`src/rtl/lfi_pkg.sv`:
```
package lfi_pkg;

    localparam int unsigned LFSR_W = 16;
    localparam int unsigned PAT_W  = 64;
    localparam int unsigned LEN_W  = $clog2(PAT_W + 1);

    typedef enum logic [1:0] {
        ST_IDLE  = 2'd0,
        ST_WAIT  = 2'd1,
        ST_SHIFT = 2'd2
    } inj_state_t;

    typedef struct packed {
        logic [PAT_W-1:0] bits;
        logic [LEN_W-1:0] len;
    } burst_t;

    function automatic logic [LFSR_W-1:0] lfsr_step(input logic [LFSR_W-1:0] q);
        return {q[LFSR_W-2:0], q[15] ^ q[13] ^ q[12] ^ q[10]};
    endfunction

    function automatic int unsigned fold_delay(input logic [LFSR_W-1:0] r,
                                               input int unsigned base,
                                               input int unsigned win);
        return base + (32'(r) % win);
    endfunction

    function automatic logic [LEN_W-1:0] clamp_len(input logic [LEN_W-1:0] n);
        return (32'(n) > PAT_W) ? LEN_W'(PAT_W) : n;
    endfunction

endpackage

```
`src/rtl/lfi_lfsr.sv`:
```
module lfi_lfsr
    import lfi_pkg::*;
#(
    parameter logic [LFSR_W-1:0] SEED = 16'hACE1
) (
    input  logic              clk,
    input  logic              rst,
    output logic [LFSR_W-1:0] value_o
);

    logic [LFSR_W-1:0] q;

    always_ff @(posedge clk) begin
        if (rst) q <= SEED;
        else     q <= lfsr_step(q);
    end

    assign value_o = q;

    p_lfsr_nonzero_r4: assert property (@(posedge clk) disable iff (rst)
        q != '0);

    p_lfsr_moves_r4: assert property (@(posedge clk) disable iff (rst)
        !$past(rst) |-> q == lfsr_step($past(q)));

endmodule

```
`src/rtl/lfi_timer.sv`:
```
module lfi_timer #(
    parameter int unsigned CNT_W = 16
) (
    input  logic             clk,
    input  logic             rst,
    input  logic             load_i,
    input  logic [CNT_W-1:0] load_val_i,
    input  logic             run_i,
    output logic             zero_o
);

    logic [CNT_W-1:0] cnt;

    always_ff @(posedge clk) begin
        if (rst)                    cnt <= '0;
        else if (load_i)            cnt <= load_val_i;
        else if (run_i && cnt != 0) cnt <= cnt - 1'b1;
    end

    assign zero_o = (cnt == '0);

    p_count_down_r3: assert property (@(posedge clk) disable iff (rst)
        (run_i && !load_i && cnt != 0) |=> cnt == $past(cnt) - 1'b1);

endmodule

```
`src/rtl/lfi_shifter.sv`:
```
module lfi_shifter
    import lfi_pkg::*;
(
    input  logic             clk,
    input  logic             rst,
    input  logic             load_i,
    input  burst_t           burst_i,
    input  logic             shift_i,
    output logic             bit_o,
    output logic             last_o,
    output logic             empty_o
);

    logic [PAT_W-1:0] sreg;
    logic [LEN_W-1:0] left;

    always_ff @(posedge clk) begin
        if (rst) begin
            sreg <= '0;
            left <= '0;
        end else if (load_i) begin
            sreg <= burst_i.bits;
            left <= clamp_len(burst_i.len);
        end else if (shift_i && left != 0) begin
            sreg <= {sreg[PAT_W-2:0], 1'b0};
            left <= left - 1'b1;
        end
    end

    assign bit_o   = sreg[PAT_W-1];
    assign last_o  = (left == LEN_W'(1));
    assign empty_o = (left == '0);

    p_len_bound_r6: assert property (@(posedge clk) disable iff (rst)
        32'(left) <= PAT_W);

    p_msb_first_r5: assert property (@(posedge clk) disable iff (rst)
        (shift_i && !load_i && left > 1) |=> bit_o == $past(sreg[PAT_W-2]));

endmodule

```
`src/rtl/line_fault_injector.sv`:
```
module line_fault_injector
    import lfi_pkg::*;
#(
    parameter int unsigned       DLY_BASE  = 6500,
    parameter int unsigned       DLY_WIN   = 15000,
    parameter logic [15:0]       LFSR_SEED = 16'hACE1
) (
    input  logic        clk,
    input  logic        rst,
    input  logic        arm_i,
    input  logic [63:0] pattern_i,
    input  logic [6:0]  length_i,
    input  logic        line_i,
    output logic        line_o,
    output logic        active_o,
    output logic        done_o
);

    localparam int unsigned CNT_W = $clog2(DLY_BASE + DLY_WIN + 1);

    inj_state_t        state, state_nx;
    logic [LFSR_W-1:0] rnd;
    logic [CNT_W-1:0]  dly_val;
    logic              take_arm, t_zero, s_bit, s_last, s_empty;
    logic              done_q, done_nx;
    burst_t            burst;

    assign take_arm = (state == ST_IDLE) && arm_i;
    assign dly_val  = CNT_W'(fold_delay(rnd, DLY_BASE, DLY_WIN));
    assign burst    = '{bits: pattern_i, len: length_i};

    lfi_lfsr #(.SEED(LFSR_SEED)) u_lfsr (
        .clk     (clk),
        .rst     (rst),
        .value_o (rnd)
    );

    lfi_timer #(.CNT_W(CNT_W)) u_timer (
        .clk        (clk),
        .rst        (rst),
        .load_i     (take_arm),
        .load_val_i (dly_val),
        .run_i      (state == ST_WAIT),
        .zero_o     (t_zero)
    );

    lfi_shifter u_shift (
        .clk     (clk),
        .rst     (rst),
        .load_i  (take_arm),
        .burst_i (burst),
        .shift_i (state == ST_SHIFT),
        .bit_o   (s_bit),
        .last_o  (s_last),
        .empty_o (s_empty)
    );

    always_comb begin
        state_nx = state;
        done_nx  = 1'b0;
        unique case (state)
            ST_IDLE:  if (arm_i) state_nx = ST_WAIT;
            ST_WAIT:  if (t_zero) begin
                          if (s_empty) begin
                              state_nx = ST_IDLE;
                              done_nx  = 1'b1;
                          end else begin
                              state_nx = ST_SHIFT;
                          end
                      end
            ST_SHIFT: if (s_last) begin
                          state_nx = ST_IDLE;
                          done_nx  = 1'b1;
                      end
            default:  state_nx = ST_IDLE;
        endcase
    end

    always_ff @(posedge clk) begin
        if (rst) begin
            state  <= ST_IDLE;
            done_q <= 1'b0;
        end else begin
            state  <= state_nx;
            done_q <= done_nx;
        end
    end

    assign active_o = (state == ST_SHIFT);
    assign line_o   = active_o ? s_bit : line_i;
    assign done_o   = done_q;

    p_pass_idle_r1: assert property (@(posedge clk) disable iff (rst)
        !active_o |-> line_o == line_i);

    p_done_single_r7: assert property (@(posedge clk) disable iff (rst)
        done_o |=> !done_o);

    p_done_idle_r7: assert property (@(posedge clk) disable iff (rst)
        done_o |-> !active_o);

    p_delay_window_r10: assert property (@(posedge clk) disable iff (rst)
        take_arm |-> (32'(dly_val) >= DLY_BASE && 32'(dly_val) < DLY_BASE + DLY_WIN));

    p_arm_locked_r8: assert property (@(posedge clk) disable iff (rst)
        (state == ST_SHIFT && !s_last) |=> state == ST_SHIFT);

endmodule

```
`config.mk`:
```
export PLATFORM = sky130hd
export DESIGN_NAME = line_fault_injector
export DESIGN_NICKNAME = d
export VERILOG_FILES = /design/src/rtl/lfi_pkg.sv /design/src/rtl/lfi_lfsr.sv /design/src/rtl/lfi_timer.sv /design/src/rtl/lfi_shifter.sv /design/src/rtl/line_fault_injector.sv
export SDC_FILE = /design/constraint.sdc
export NUM_CORES = 1
export LEC_CHECK = 0
export ABC_AREA = 1
export BUFFER_PORTS_ARGS = -buffer_cell sky130_fd_sc_hd__buf_4
export CORE_MARGIN = 2
export CORE_UTILIZATION = 63
export DETAILED_ROUTE_END_ITERATION = 6
export PLACE_DENSITY = 0.86
export SYNTH_ARGS = -nofsm -noshare
export SYNTH_HDL_FRONTEND = slang
export SYNTH_SLANG_ARGS = --single-unit
```
`constraint.sdc`:
```
create_clock -name clk -period 6.2 [get_ports clk]
set_input_delay 1.24 -clock clk [delete_from_list [all_inputs] [get_ports clk]]
set_output_delay 1.24 -clock clk [all_outputs]
set_load 0.05 [all_outputs]
```
# Word level (Yosys, flattened, before mapping)
# Cells that the tools add are included.
[word_totals]
word_cells = 48
regBits = 105
in_bits = 75
out_inout_bits = 3
[classes]
addsub = 3
n_div = 1
n_bitwise = 3
magnitude_cmp = 1
n_mux = 17
reduce_logical = 11
eq_ne = 6
[ops]
columns = ["operator", "n"]
rows = [
  ["$mux W64", 2],
  ["$mod A16 B14 Y32 const B", 1],
  ["$mux W15", 2],
  ["$mux W7", 3],
  ["$add A13 B15 Y15 const A", 1],
  ["$logic_not A15 Y1", 1],
  ["$reduce_bool A15 Y1", 1],
  ["$sub A15 B1 Y15 const B", 1],
  ["$mux W2", 4],
  ["$eq A7 B1 Y1 const B", 1],
  ["$gt A7 B7 Y1 const B", 1],
  ["$logic_not A7 Y1", 1],
  ["$reduce_bool A7 Y1", 1],
  ["$sub A7 B1 Y7 const B", 1],
  ["$pmux W2 S3", 1],
  ["$mux W1", 4],
  ["$ne A2 B2 Y1 const B", 2],
  ["$reduce_bool A2 Y1", 2],
  ["$logic_and A1 B1 Y1", 3],
  ["$reduce_and A3 Y1", 1],
  ["$xor A1 B1 Y1", 3],
  ["$eq A2 B1 Y1 const B", 1],
  ["$eq A2 B2 Y1 const B", 1],
  ["$logic_not A2 Y1", 1],
  ["2 further kinds", 2],
]

# Depth between registers and ports, before layout
[depth]
depth_word = 4
mapped_depth = 34
mapped_depth_nobuf = 34

# Cells and area by module
# Synthesis repeated with hierarchy kept, for this count alone.
[unflattened]
hier_cells = 1069
hier_area_um2 = 7054.3
[by_module_without_submodules]
columns = ["module", "cells_per_inst", "instances", "area_per_inst_um2", "seq_area_each_um2"]
rows = [
  ["lfi_shifter", 474, 1, 3565.9, 1421.4],
  ["line_fault_injector", 346, 1, 1849.3, 60.1],
  ["lfi_timer", 190, 1, 1136.1, 300.3],
  ["lfi_lfsr", 59, 1, 503.0, 320.3],
]

# Least setup slack after synthesis
# OpenSTA, ideal clock, no wires.
[synth_timing]
path_type = "flip-flop to flip-flop"
startpoint = "reg u_lfsr.q[5], in the netlist u_lfsr.value_o[5]"
endpoint = "reg u_timer.cnt[10]"
period_less_slack_ns = 3.514
setup_ns = 0.113
slack_ns = 2.686
n_path_buf = 1
path_stages_with_launch = 31
arrival_time_ns = 3.401
t_required_ns = 6.087
cell_sequence = "dfxtp_1 > ha_1 > nor2_1 > nand2_1 > nand2_1 > nand2_1 > nand2_1 > nand2_1 > inv_1 > nor3_1 > ha_1 > o21ai_0 > nand2_1 > nor2_4 > buf_4 > nand4_1 > nand2_2 > nand2_1 > nor2_1 > nand3_1 > nand4_4 > nand2_1 > nand2_1 > inv_1 > ha_1 > o211ai_2 > nand2_1 > a21oi_1 > xor2_1 > o21ai_1 > inv_1"
[synth_between]
elab_chain_len = 3
[synth_lines]
columns = ["element", "line_no", "text"]
rows = [
  ["start, declared", "lfi_lfsr.sv:11", "logic [LFSR_W-1:0] q;"],
  ["start signal, assigned", "lfi_lfsr.sv:15", "else q <= lfsr_step(q);"],
  ["$mod A16 B14 Y32", "lfi_pkg.sv:25", "return base + (32'(r) % win);"],
  ["$add A13 B15 Y15", "lfi_pkg.sv:25", ""],
  ["$mux W15", "lfi_timer.sv:16", "else if (load_i) cnt <= load_val_i;"],
  ["end signal, assigned", "lfi_timer.sv:16", ""],
  ["end signal, assigned", "lfi_timer.sv:17", "else if (run_i && cnt != 0) cnt <= cnt - 1'b1;"],
  ["end, declared", "lfi_timer.sv:12", "logic [CNT_W-1:0] cnt;"],
]
# Every way passes these cells.
# A chain may end at the register's enable or synchronous reset.

# Worst setup path after layout
[layout_timing]
startpoint = "reg u_lfsr.q[5], in the netlist u_lfsr.value_o[5]"
endpoint = "reg u_timer.cnt[12]"
# Same word-level chain as after synthesis.

==> results.sh <==
export IMPL_status="completed"
export IMPL_final_max_slew_violation_count=0
export IMPL_cts_repair_resize_count=0
export IMPL_routabilityCongestion=0.874
export IMPL_cts_made_buffers=9
export IMPL_area_delta_synth_final_pct=11.9
export IMPL_clock_latency_ns=0.38
export IMPL_wire_per_inst_um=12.2
export IMPL_critPathKind="reg -> reg"
export IMPL_cp_required_ns=6.51
export IMPL_critical_path_cell_count=32
export IMPL_worst_clock_skew_ns=0.0109
export IMPL_clock_root_buffer="clkbuf_8"
export IMPL_routed_wirelength_mm=13.8
export IMPL_worstHoldPathType="reg -> reg"
export IMPL_cts_sinks=105
export IMPL_synth_edff_count=0
export IMPL_clock_fmax_mhz=235
export IMPL_fp_coreArea_mm2=0.00973
export IMPL_die_h_um=104
export IMPL_worst_hold_startpoint="u_lfsr.value_o[0]"
export IMPL_postSynthRegisterBits=105
export IMPL_crit_path_frequent_cell="nand2_1"
export IMPL_remaining_global_route_overflow=0
export IMPL_final_core_utilization_pct=72.5
export IMPL_antennaDiodeCount=0
export IMPL_worstPathMaxFanout=19
export IMPL_pin_count=78
export IMPL_synth_nets=1033
export IMPL_design_power_total_w=0.00301
export IMPL_critical_path_endpoint_type="flop"
export IMPL_synth_sequential_area_ratio_pct=33.3
export IMPL_drtAntennaViolNets=0
export IMPL_finalCriticalPeriod_ns=4.25
export IMPL_viasPerCell=5.40
export IMPL_syn_area_per_cell_um2=6.65
export IMPL_worst_slew_margin_rel_pct=41.4
export IMPL_cts_reportedPaths_clkPinSlew_ns=0.10
export IMPL_critical_path_startpoint="u_lfsr.value_o[5]"
export IMPL_worst_ir_drop_vdd_v=0.000388
export IMPL_dp_hpwl_mm=9.68
export IMPL_power_share_switching_pct=46.0
export IMPL_sw_pwr_w=0.00139
export IMPL_synth_cell_type_count=48
export IMPL_finalHoldViolations=0
export IMPL_via_count_of_the_first_global_routing_pass=5334
export IMPL_worst_setup_start_kind="flop"
export IMPL_filler_cell_count=862
export IMPL_drc_errors=0
export IMPL_grt_max_degree=93
export IMPL_timing_hold_worst_path_depth=2
export IMPL_synthArstFlopShare_pct=0
export IMPL_internal_power_w=0.00162
export IMPL_worstRegToRegCells=32
export IMPL_grt_antenna_before_repair=0
export IMPL_drive_gt1_share_pct=15.4
export IMPL_worstPathBufferInverterCount=3
export IMPL_post_cts_repair_setup_buffers=0
export IMPL_route_vias_total=6101
export IMPL_dpl_cell_count=1114
export IMPL_worst_r2r_startpoint="u_lfsr.value_o[5]"
export IMPL_cts_htree_levels=3
export IMPL_finish_net_count=1076
export IMPL_worst_path_dominant_cell_family="simple AND/OR/NAND/NOR gates"
export IMPL_worstMarginPinSlew_ns=0.879
export IMPL_post_synthesis_instance_area_mm2=0.00631
export IMPL_std_cell_rows=36
export IMPL_cap_viol_max_count=0
export IMPL_final_min_period_over_clock_period_pct=68.5
export IMPL_grt_pass1_wl_mm=23.5
export IMPL_p_leak_nw=3.23
export IMPL_ctsLongestPathBuffers=2
export IMPL_timing_final_setup_violations=0
export IMPL_synth_cells=949
export IMPL_combinationalPowerShare_pct=50.6
export IMPL_postSynth_topFlopCell="dfxtp_1"
export IMPL_grt_setup_unrepaired="no"
export IMPL_yosysWarnings=0
export IMPL_setup_tns_final_ns=0
export IMPL_start_util_pct=64.8
export IMPL_tritoncts_clock_tree="yes"
export IMPL_dieArea_mm2=0.0108
export IMPL_clock_power_share_pct=13.4
export IMPL_drt_pass1_iterations=5
export IMPL_ctsHoldBuffers=0
export IMPL_critical_path_arrival_ns=4.56
export IMPL_detail_route_iter0_violations=311
export IMPL_power_density_mw_per_mm2=426
export IMPL_port_buffer_count=77
export IMPL_die_w_um=104
export IMPL_final_non_filler_cells=1130
export IMPL_grt_util_all_layers_pct=25.3
export IMPL_critPathSlowestCell="dfxtp_1"
export IMPL_worst_path_largest_cell_delay_ns=0.35
export IMPL_p_seq_share_pct=35.9
power by group through the flow:
stage | Clock (W) | Sequential [W] | Combinational (W)
global placement | 0 | 0.00108 | 0.00149
detailed placement | 0 | 0.00109 | 0.00151
floorplan | 0 | 0.00106 | 0.00126
global route | 0.000443 | 0.00111 | 0.00175
CTS | 0.000411 | 0.00108 | 0.00152
finish | 0.000404 | 0.00108 | 0.00152
metal layers:
metal | up-vias | part of all wire [%] | track usage [%]
li1 | 3216 | - | -
met1 | 2737 | 48 | 34.0
met2 | 135 | 47 | 41.6
met3 | 13 | 4.4 | 5.64
met4 | 0 | 1.0 | 5.89
met5 | - | 0 | 0
final timing paths:
path | slack (ns) | endpoint
max | 1.95 | u_timer.cnt[12]
min | 0.43 | u_lfsr.value_o[1]
max reg2reg | 1.95 | u_timer.cnt[12]
min reg2reg | 0.43 | u_lfsr.value_o[1]
per-stage QoR:
stage          hold slack [ns]  setup WS, ns  instance area (µm²)
2_1_floorplan            0.403          2.69                 6310
3_3_place_gp             0.412          2.13                 6870
3_5_place_dp             0.415          1.96                 6870
4_1_cts                  0.432          1.95                 7060
5_1_grt                  0.443          1.34                 7060
6_report                 0.429          1.95                 7060
registers in the layout, summed over array words and instances (netlist names):
register and flops:
u_shift.sreg 64, done_o 1, u_shift.left 7, u_lfsr.value_o 16, u_timer.cnt 15, state 2
worst min-delay path: stages (launching register included):
cell	delay, ns
dfxtp_1	0.32
inv_1	0.05
nor2_1	0.03
cell usage in the layout, fill, tap and decap left out, types with 6 or more instances in the layout:
cell type	instances
nor2_1	111
a311oi_1	62
clkbuf_8	9
dfxtp_1	105
nand4_1	13
inv_1	85
nand3_2	9
o21ai_0	26
xnor2_1	6
buf_4	80
ha_1	9
nand2_2	17
o21ai_2	6
inv_2	7
nor2_2	7
xor2_1	19
a21oi_1	27
nor3_1	7
a31oi_1	6
nand2_1	296
nand3_1	50
cells in the mapped netlist (2+ instances only):
library cell,number,area [µm²]
a211oi_1,4,30.0
a21oi_1,27,135
a22oi_1,2,15.0
a311oi_1,62,543
a31oi_1,6,37.5
buf_2,2,10.0
buf_4,2,15.0
clkbuf_1,41,154
clkinv_1,2,7.51
dfxtp_1,105,2100
ha_1,9,113
inv_1,85,319
inv_2,7,26.3
nand2_1,297,1110
nand2_2,16,100
nand2_4,2,22.5
nand3_1,50,250
nand3_2,9,90.1
nand4_1,13,81.3
nor2_1,111,417
nor2_2,7,43.8
nor3_1,7,35.0
o211ai_1,2,15.0
o21ai_0,26,130
o21ai_1,3,15.0
o21ai_2,6,52.6
o31ai_1,2,15.0
xnor2_1,6,52.6
xor2_1,19,166
final cells by class:
class	count	area (µm²)	share of cell area [%]
Tap cell	133	166	2.36
Sequential cell	105	2100	29.8
Inverter	94	354	5.02
Timing Repair Buffer	80	601	8.51
Clock buffer	9	124	1.76
Multi-Input combinational cell	702	3650	51.7
Clock inverter	7	65.1	0.922
kinds of logic after synthesis:
family,synth area share [%]
fa+ha+maj,1.79
xor+xnor,3.47
simple gates,35.5
flops,33.3
compound gates,16.8
buf+inv,8.91
mux,0.179
Power figures use the tool's default switching activity.
